==> src/rtl/agu_pkg.sv <==
package agu_pkg;
  localparam int MODE_W = 4;

  typedef enum logic [MODE_W-1:0] {
    AM_DP        = 4'd0,
    AM_DP_X      = 4'd1,
    AM_DP_Y      = 4'd2,
    AM_REG_X     = 4'd3,
    AM_REG_X_INC = 4'd4,
    AM_ABS       = 4'd5,
    AM_ABS_X     = 4'd6,
    AM_ABS_Y     = 4'd7,
    AM_PRE_IND   = 4'd8,
    AM_POST_IND  = 4'd9
  } amode_e;

  typedef enum logic [1:0] {
    FS_IDLE = 2'd0,
    FS_LO   = 2'd1,
    FS_HI   = 2'd2,
    FS_FIN  = 2'd3
  } fetch_st_e;
endpackage

==> src/rtl/agu_mode_decode.sv <==
module agu_mode_decode
  import agu_pkg::*;
#(
  parameter int DW = 8,
  localparam int AW = 2 * DW
) (
  input  logic [MODE_W-1:0] mode,
  input  logic              page_sel,
  input  logic [DW-1:0]     op_lo,
  input  logic [DW-1:0]     op_hi,
  input  logic [DW-1:0]     idx_x,
  input  logic [DW-1:0]     idx_y,
  output logic              indirect,
  output logic              x_bump,
  output logic [AW-1:0]     direct_ea,
  output logic [DW-1:0]     ptr_off,
  output logic [DW-1:0]     post_add
);
  function automatic logic [AW-1:0] page_addr(input logic p, input logic [DW-1:0] off);
    return {{(DW-1){1'b0}}, p, off};
  endfunction

  logic [AW-1:0] abs_base;
  assign abs_base = {op_hi, op_lo};

  always_comb begin
    indirect  = 1'b0;
    x_bump    = 1'b0;
    ptr_off   = op_lo;
    post_add  = '0;
    direct_ea = page_addr(page_sel, op_lo);
    case (mode)
      AM_DP_X:      direct_ea = page_addr(page_sel, op_lo + idx_x);
      AM_DP_Y:      direct_ea = page_addr(page_sel, op_lo + idx_y);
      AM_REG_X:     direct_ea = page_addr(page_sel, idx_x);
      AM_REG_X_INC: begin
        direct_ea = page_addr(page_sel, idx_x);
        x_bump    = 1'b1;
      end
      AM_ABS:       direct_ea = abs_base;
      AM_ABS_X:     direct_ea = abs_base + {{DW{1'b0}}, idx_x};
      AM_ABS_Y:     direct_ea = abs_base + {{DW{1'b0}}, idx_y};
      AM_PRE_IND: begin
        indirect = 1'b1;
        ptr_off  = op_lo + idx_x;
      end
      AM_POST_IND: begin
        indirect = 1'b1;
        post_add = idx_y;
      end
      default: ;
    endcase
  end
endmodule

==> src/rtl/agu_ptr_fetch.sv <==
module agu_ptr_fetch
  import agu_pkg::*;
#(
  parameter int DW = 8,
  localparam int AW = 2 * DW
) (
  input  logic          clk,
  input  logic          rst,
  input  logic          go,
  input  logic          page_sel,
  input  logic [DW-1:0] ptr_off,
  input  logic [DW-1:0] post_add,
  output logic          mem_rd_en,
  output logic [AW-1:0] mem_addr,
  input  logic [DW-1:0] mem_rd_data,
  output logic          busy,
  output logic          fin,
  output logic [AW-1:0] fin_ea
);
  fetch_st_e     st;
  logic          page_q;
  logic [DW-1:0] off_q;
  logic [DW-1:0] add_q;
  logic [DW-1:0] lo_q;

  always_ff @(posedge clk) begin
    if (rst) begin
      st        <= FS_IDLE;
      mem_rd_en <= 1'b0;
      mem_addr  <= '0;
      page_q    <= 1'b0;
      off_q     <= '0;
      add_q     <= '0;
      lo_q      <= '0;
    end else begin
      case (st)
        FS_IDLE: if (go) begin
          st        <= FS_LO;
          page_q    <= page_sel;
          off_q     <= ptr_off;
          add_q     <= post_add;
          mem_rd_en <= 1'b1;
          mem_addr  <= {{(DW-1){1'b0}}, page_sel, ptr_off};
        end
        FS_LO: begin
          st        <= FS_HI;
          mem_rd_en <= 1'b1;
          mem_addr  <= {{(DW-1){1'b0}}, page_q, off_q + DW'(1)};
        end
        FS_HI: begin
          st        <= FS_FIN;
          mem_rd_en <= 1'b0;
          lo_q      <= mem_rd_data;
        end
        default: st <= FS_IDLE;
      endcase
    end
  end

  assign busy   = (st != FS_IDLE);
  assign fin    = (st == FS_FIN);
  assign fin_ea = {mem_rd_data, lo_q} + {{DW{1'b0}}, add_q};

  p_page_r5: assert property (@(posedge clk) disable iff (rst)
    mem_rd_en |-> (mem_addr[AW-1:DW+1] == '0));
  p_hi_next_r5: assert property (@(posedge clk) disable iff (rst)
    (mem_rd_en && $past(mem_rd_en)) |->
      (mem_addr == {$past(mem_addr[AW-1:DW]), $past(mem_addr[DW-1:0]) + DW'(1)}));
  p_rd_pair_r7: assert property (@(posedge clk) disable iff (rst)
    $rose(mem_rd_en) |=> mem_rd_en ##1 !mem_rd_en);
endmodule

==> src/rtl/dpage_agu.sv <==
module dpage_agu
  import agu_pkg::*;
#(
  parameter int DW = 8,
  localparam int AW = 2 * DW
) (
  input  logic              clk,
  input  logic              rst,
  input  logic              start,
  input  logic [MODE_W-1:0] mode,
  input  logic [DW-1:0]     op_lo,
  input  logic [DW-1:0]     op_hi,
  input  logic [DW-1:0]     idx_x,
  input  logic [DW-1:0]     idx_y,
  input  logic              page_sel,
  output logic              busy,
  output logic              done,
  output logic [AW-1:0]     ea,
  output logic              x_inc,
  output logic              mem_rd_en,
  output logic [AW-1:0]     mem_addr,
  input  logic [DW-1:0]     mem_rd_data
);
  logic          indirect, x_bump;
  logic [AW-1:0] direct_ea;
  logic [DW-1:0] ptr_off, post_add;
  logic          accept, fin;
  logic [AW-1:0] fin_ea;

  agu_mode_decode #(.DW(DW)) i_decode (
    .mode(mode), .page_sel(page_sel), .op_lo(op_lo), .op_hi(op_hi),
    .idx_x(idx_x), .idx_y(idx_y), .indirect(indirect), .x_bump(x_bump),
    .direct_ea(direct_ea), .ptr_off(ptr_off), .post_add(post_add)
  );

  assign accept = start && !busy;

  agu_ptr_fetch #(.DW(DW)) i_fetch (
    .clk(clk), .rst(rst), .go(accept && indirect), .page_sel(page_sel),
    .ptr_off(ptr_off), .post_add(post_add), .mem_rd_en(mem_rd_en),
    .mem_addr(mem_addr), .mem_rd_data(mem_rd_data), .busy(busy),
    .fin(fin), .fin_ea(fin_ea)
  );

  always_ff @(posedge clk) begin
    if (rst) begin
      done  <= 1'b0;
      x_inc <= 1'b0;
      ea    <= '0;
    end else begin
      done  <= (accept && !indirect) || fin;
      x_inc <= accept && !indirect && x_bump;
      if (accept && !indirect) ea <= direct_ea;
      else if (fin)            ea <= fin_ea;
    end
  end

  p_xinc_done_r3: assert property (@(posedge clk) disable iff (rst)
    x_inc |-> done);
  p_busy_excl_r8: assert property (@(posedge clk) disable iff (rst)
    busy |-> !done);
  p_busy_hold_r8: assert property (@(posedge clk) disable iff (rst)
    busy |=> (busy || done));
  p_busy_end_r7: assert property (@(posedge clk) disable iff (rst)
    $fell(busy) |-> done);
  p_rd_busy_r9: assert property (@(posedge clk) disable iff (rst)
    mem_rd_en |-> busy);
endmodule

==> config.mk <==
export PLATFORM = sky130hd
export DESIGN_NAME = dpage_agu
export DESIGN_NICKNAME = d
export VERILOG_FILES = /design/src/rtl/agu_pkg.sv /design/src/rtl/agu_mode_decode.sv /design/src/rtl/agu_ptr_fetch.sv /design/src/rtl/dpage_agu.sv
export SDC_FILE = /design/constraint.sdc
export NUM_CORES = 1
export LEC_CHECK = 0
export ABC_AREA = 1
export ABC_CLOCK_PERIOD_IN_PS = 3700
export BUFFER_PORTS_ARGS = -buffer_cell sky130_fd_sc_hd__buf_4
export CAP_MARGIN = 40
export CORE_MARGIN = 5
export CORE_UTILIZATION = 50
export DETAILED_ROUTE_END_ITERATION = 7
export PLACE_DENSITY = 0.75
export SETUP_SLACK_MARGIN = 0.2
export SLEW_MARGIN = 20
export SYNTH_ARGS = -nofsm -noshare
export SYNTH_HDL_FRONTEND = slang
export SYNTH_SLANG_ARGS = --single-unit
==> constraint.sdc <==
create_clock -name clk -period 3.7 [get_ports clk]
set_clock_uncertainty 0.2 [all_clocks]
set_input_delay 0.555 -clock clk [delete_from_list [all_inputs] [get_ports clk]]
set_output_delay 0.555 -clock clk [all_outputs]
set_load 0.01 [all_outputs]
==> reports/qor.yml <==
grt_pass1_vias: 5054
fmax_mhz: 319
clk_path_buf_depth: 2
postRouteAntennaNets: 0
postSynthCellCount: 782
r2r-end: "ea[11]"
ir_drop_mv: 0.322
leakage_nw: 2.92
root_buffer: "clkbuf_8"
cts_setup_buffers: 0
cap_violations: 0
dieArea_um2: 11900
drv_slew: 0
yosysTopAreaCell: "dfxtp_1"
worst_pin_slew_ps: 776
hold_viol_final: 0
place_area_um2: 5490
outcome: "completed"
dr.pass1.iters: 5
post-route-util_pct: 58.0
hold_slack_ps: 282
cts_tree: "built"
final_common_cell: "nand2_1"
wl_per_cell_um: 15.0
rows: 36
fin_crit_ps: 3140
routed_wl_um: 14600
netlist-cell-type-count: 42
pin_count: 84
grt_max_degree: 27
drive_above_1_share_pct: 14.5
fin_area_um2: 5590
rsz0062_at_grt: "no"
critPathKind: "input port to register"
r2r_start: "i_fetch.st[1]"
final_nets: 933
die_w_um: 109
period_share_pct: 84.8
hpwlAfterDp_um: 12000
fillers: 1017
crit_end: "ea[14]"
grt_first_pass_wirelength_um: 24100
io_buffers: 76
worstSkewPairLatency_ps: 320
setup_viol: 0
worst_hold_path_type: "register to register"
pwr_density_cell_nw_per_um2: 385
cts_buffers: 5
layout_common_cells: "209 x nand2_1, 101 x inv_1, 78 x buf_4"
worstPathRequired_ps: 3730
avgSynthCellArea_um2: 6.26
grt_util_all_layers_pct: 25.6
crit_path_max_fanout: 9
cts.clk_slew.worst_paths_ps: 120
cts.htree.levels: 2
grt_overflow: 0
tns_ps: 0
grt_antenna_before_repair: 0
netlist_area_um2: 4890
startpoint: "mode[3]"
cts_sinks: 55
viasPerCell: 5.29
start_kind: "input port"
vias: 5182
yosys_warnings: 0
core_um2: 9640
syn2layout_area_growth_pct: 14.3
fp.dieH_um: 109
synth_top_area_share_pct: 22.5
dr.first_iter.drc_count: 319
yosys-top-cells-area: "dfxtp_1 23%, nand2_1 16%, ha_1 9.2%, inv_1 7.7%, nand3_1 7.7%"
drc_errors: 0
r2r_slack_ps: 1010
slew_headroom_pct: 48.2
arrival_ps: 3170
ys_seq_elements: 55
num_antenna_cells: 0
yosysSeqAreaShare_pct: 22.5
place_congestion: 0.943
rr_worst_depth: 12
initial_utilization_pct: 50.8
end_kind: "register"
==> kinds of logic after synthesis <==
group	after synthesis	share of synthesized area, %
DFF	55	22.5
and+or+nand+nor	369	33.0
buffers and inverters	138	12.0
xor gates and xnor gates	13	2.33
muxes	6	1.38
other	1	0.0766
adders and majority gates	40	10.8
AOI/OAI and AO/OA	160	17.8
==> power by group <==
part | internal, mW | switching (mW) | total (mW)
sequential | 0.709 | 0.0738 | 0.783
combinational | 0.386 | 0.624 | 1.01
clock | 0.140 | 0.218 | 0.357
total | 1.24 | 0.916 | 2.15
==> layout make-up <==
class | instances | area (µm²) | area share (%)
flip-flops and latches | 55 | 1100 | 19.7
repair buffers | 78 | 586 | 10.5
multi-input cells | 595 | 3230 | 57.8
inverters | 110 | 413 | 7.38
clock buffers | 5 | 68.8 | 1.23
well taps | 133 | 166 | 2.98
clock inverters | 3 | 27.5 | 0.492
==> how the worst min path moves through the flow <==
stage,start,end,slack [ps],cells past startpoint
after floorplan,i_fetch.add_q[4],i_fetch.add_q[4],250,2
after global placement,i_fetch.mem_addr[5],i_fetch.mem_addr[5],260,2
after detailed placement,ea[1],ea[1],260,2
after CTS,ea[1],ea[1],280,2
after global routing,i_fetch.mem_addr[7],i_fetch.mem_addr[7],300,2
final,i_fetch.add_q[0],i_fetch.add_q[0],280,2
==> repair_timing <==
action	in CTS	in global routing
resized for setup	0	1
setup endpoints to repair	0	1
hold buffers	0	0
==> layer usage <==
layer	GRT usage, %	up-vias	wire length, µm
met5	0	-	0
met4	7.39	0	384
met3	3.67	26	790
met2	44.4	147	7050
met1	33.0	2335	6430
li1	-	2674	-
==> metrics by stage <==
stage | setup WS, ps | power [mW] | cells
after floorplan | 645 | 1.46 | 788
after global placement | 309 | 1.78 | 971
after detailed placement | 234 | 1.80 | 971
after CTS | 532 | 2.16 | 979
after global routing | 245 | 2.33 | 979
final | 563 | 2.15 | 979
==> Yosys cell counts <==
| cell type | n |
|---|---|
| xor2_1 | 7 |
| buf_2 | 5 |
| ha_1 | 36 |
| fa_1 | 4 |
| o211ai_1 | 6 |
| nor2_4 | 5 |
| xnor2_1 | 6 |
| inv_2 | 9 |
| buf_4 | 9 |
| o21a_1 | 1 |
| a21oi_1 | 65 |
| clkbuf_1 | 9 |
| or2_2 | 6 |
| o21ai_2 | 1 |
| nor3_4 | 1 |
| a21o_1 | 2 |
| nor3_1 | 5 |
| buf_1 | 1 |
| mux2_2 | 6 |
| o21bai_1 | 4 |
| a31oi_1 | 7 |
| nand2_2 | 4 |
| nand3_1 | 75 |
| inv_1 | 101 |
| nand4_1 | 8 |
| nand2_4 | 1 |
| nand3b_1 | 5 |
| o221ai_1 | 2 |
| a21oi_2 | 1 |
| a21boi_0 | 3 |
| buf_6 | 4 |
| dfxtp_1 | 55 |
| o21ai_0 | 62 |
| and2_1 | 2 |
| o21ai_1 | 3 |
| o2111ai_1 | 1 |
| nor2_1 | 45 |
| o22ai_1 | 1 |
| nand2_1 | 210 |
| conb_1 | 1 |
| nor2_2 | 2 |
| o31ai_1 | 1 |
==> registers in the layout, indices dropped and copies added, names as in the netlist <==
signal,cells
done,1
i_fetch.page_q,1
i_fetch.lo_q,8
i_fetch.st,2
i_fetch.mem_addr,9
x_inc,1
i_fetch.off_q,8
i_fetch.mem_rd_en,1
i_fetch.add_q,8
ea,16
==> critical path: stages <==
cell and delay (ps):
buf_4 120, inv_2 110, nand2_1 130, inv_2 80
nand2_2 110, inv_2 90, nand2_2 140, mux2_2 270
ha_1 150, inv_1 50, fa_1 370, nor2_1 150
nand2_1 80, nand2_2 100, nand3_1 80, nand2_1 140
nand2_1 70, nand2_1 60, nand3_1 60, nand2_1 60
nand2_1 50, a21oi_1 130
No activity file was read; power rests on OpenSTA's default activity.
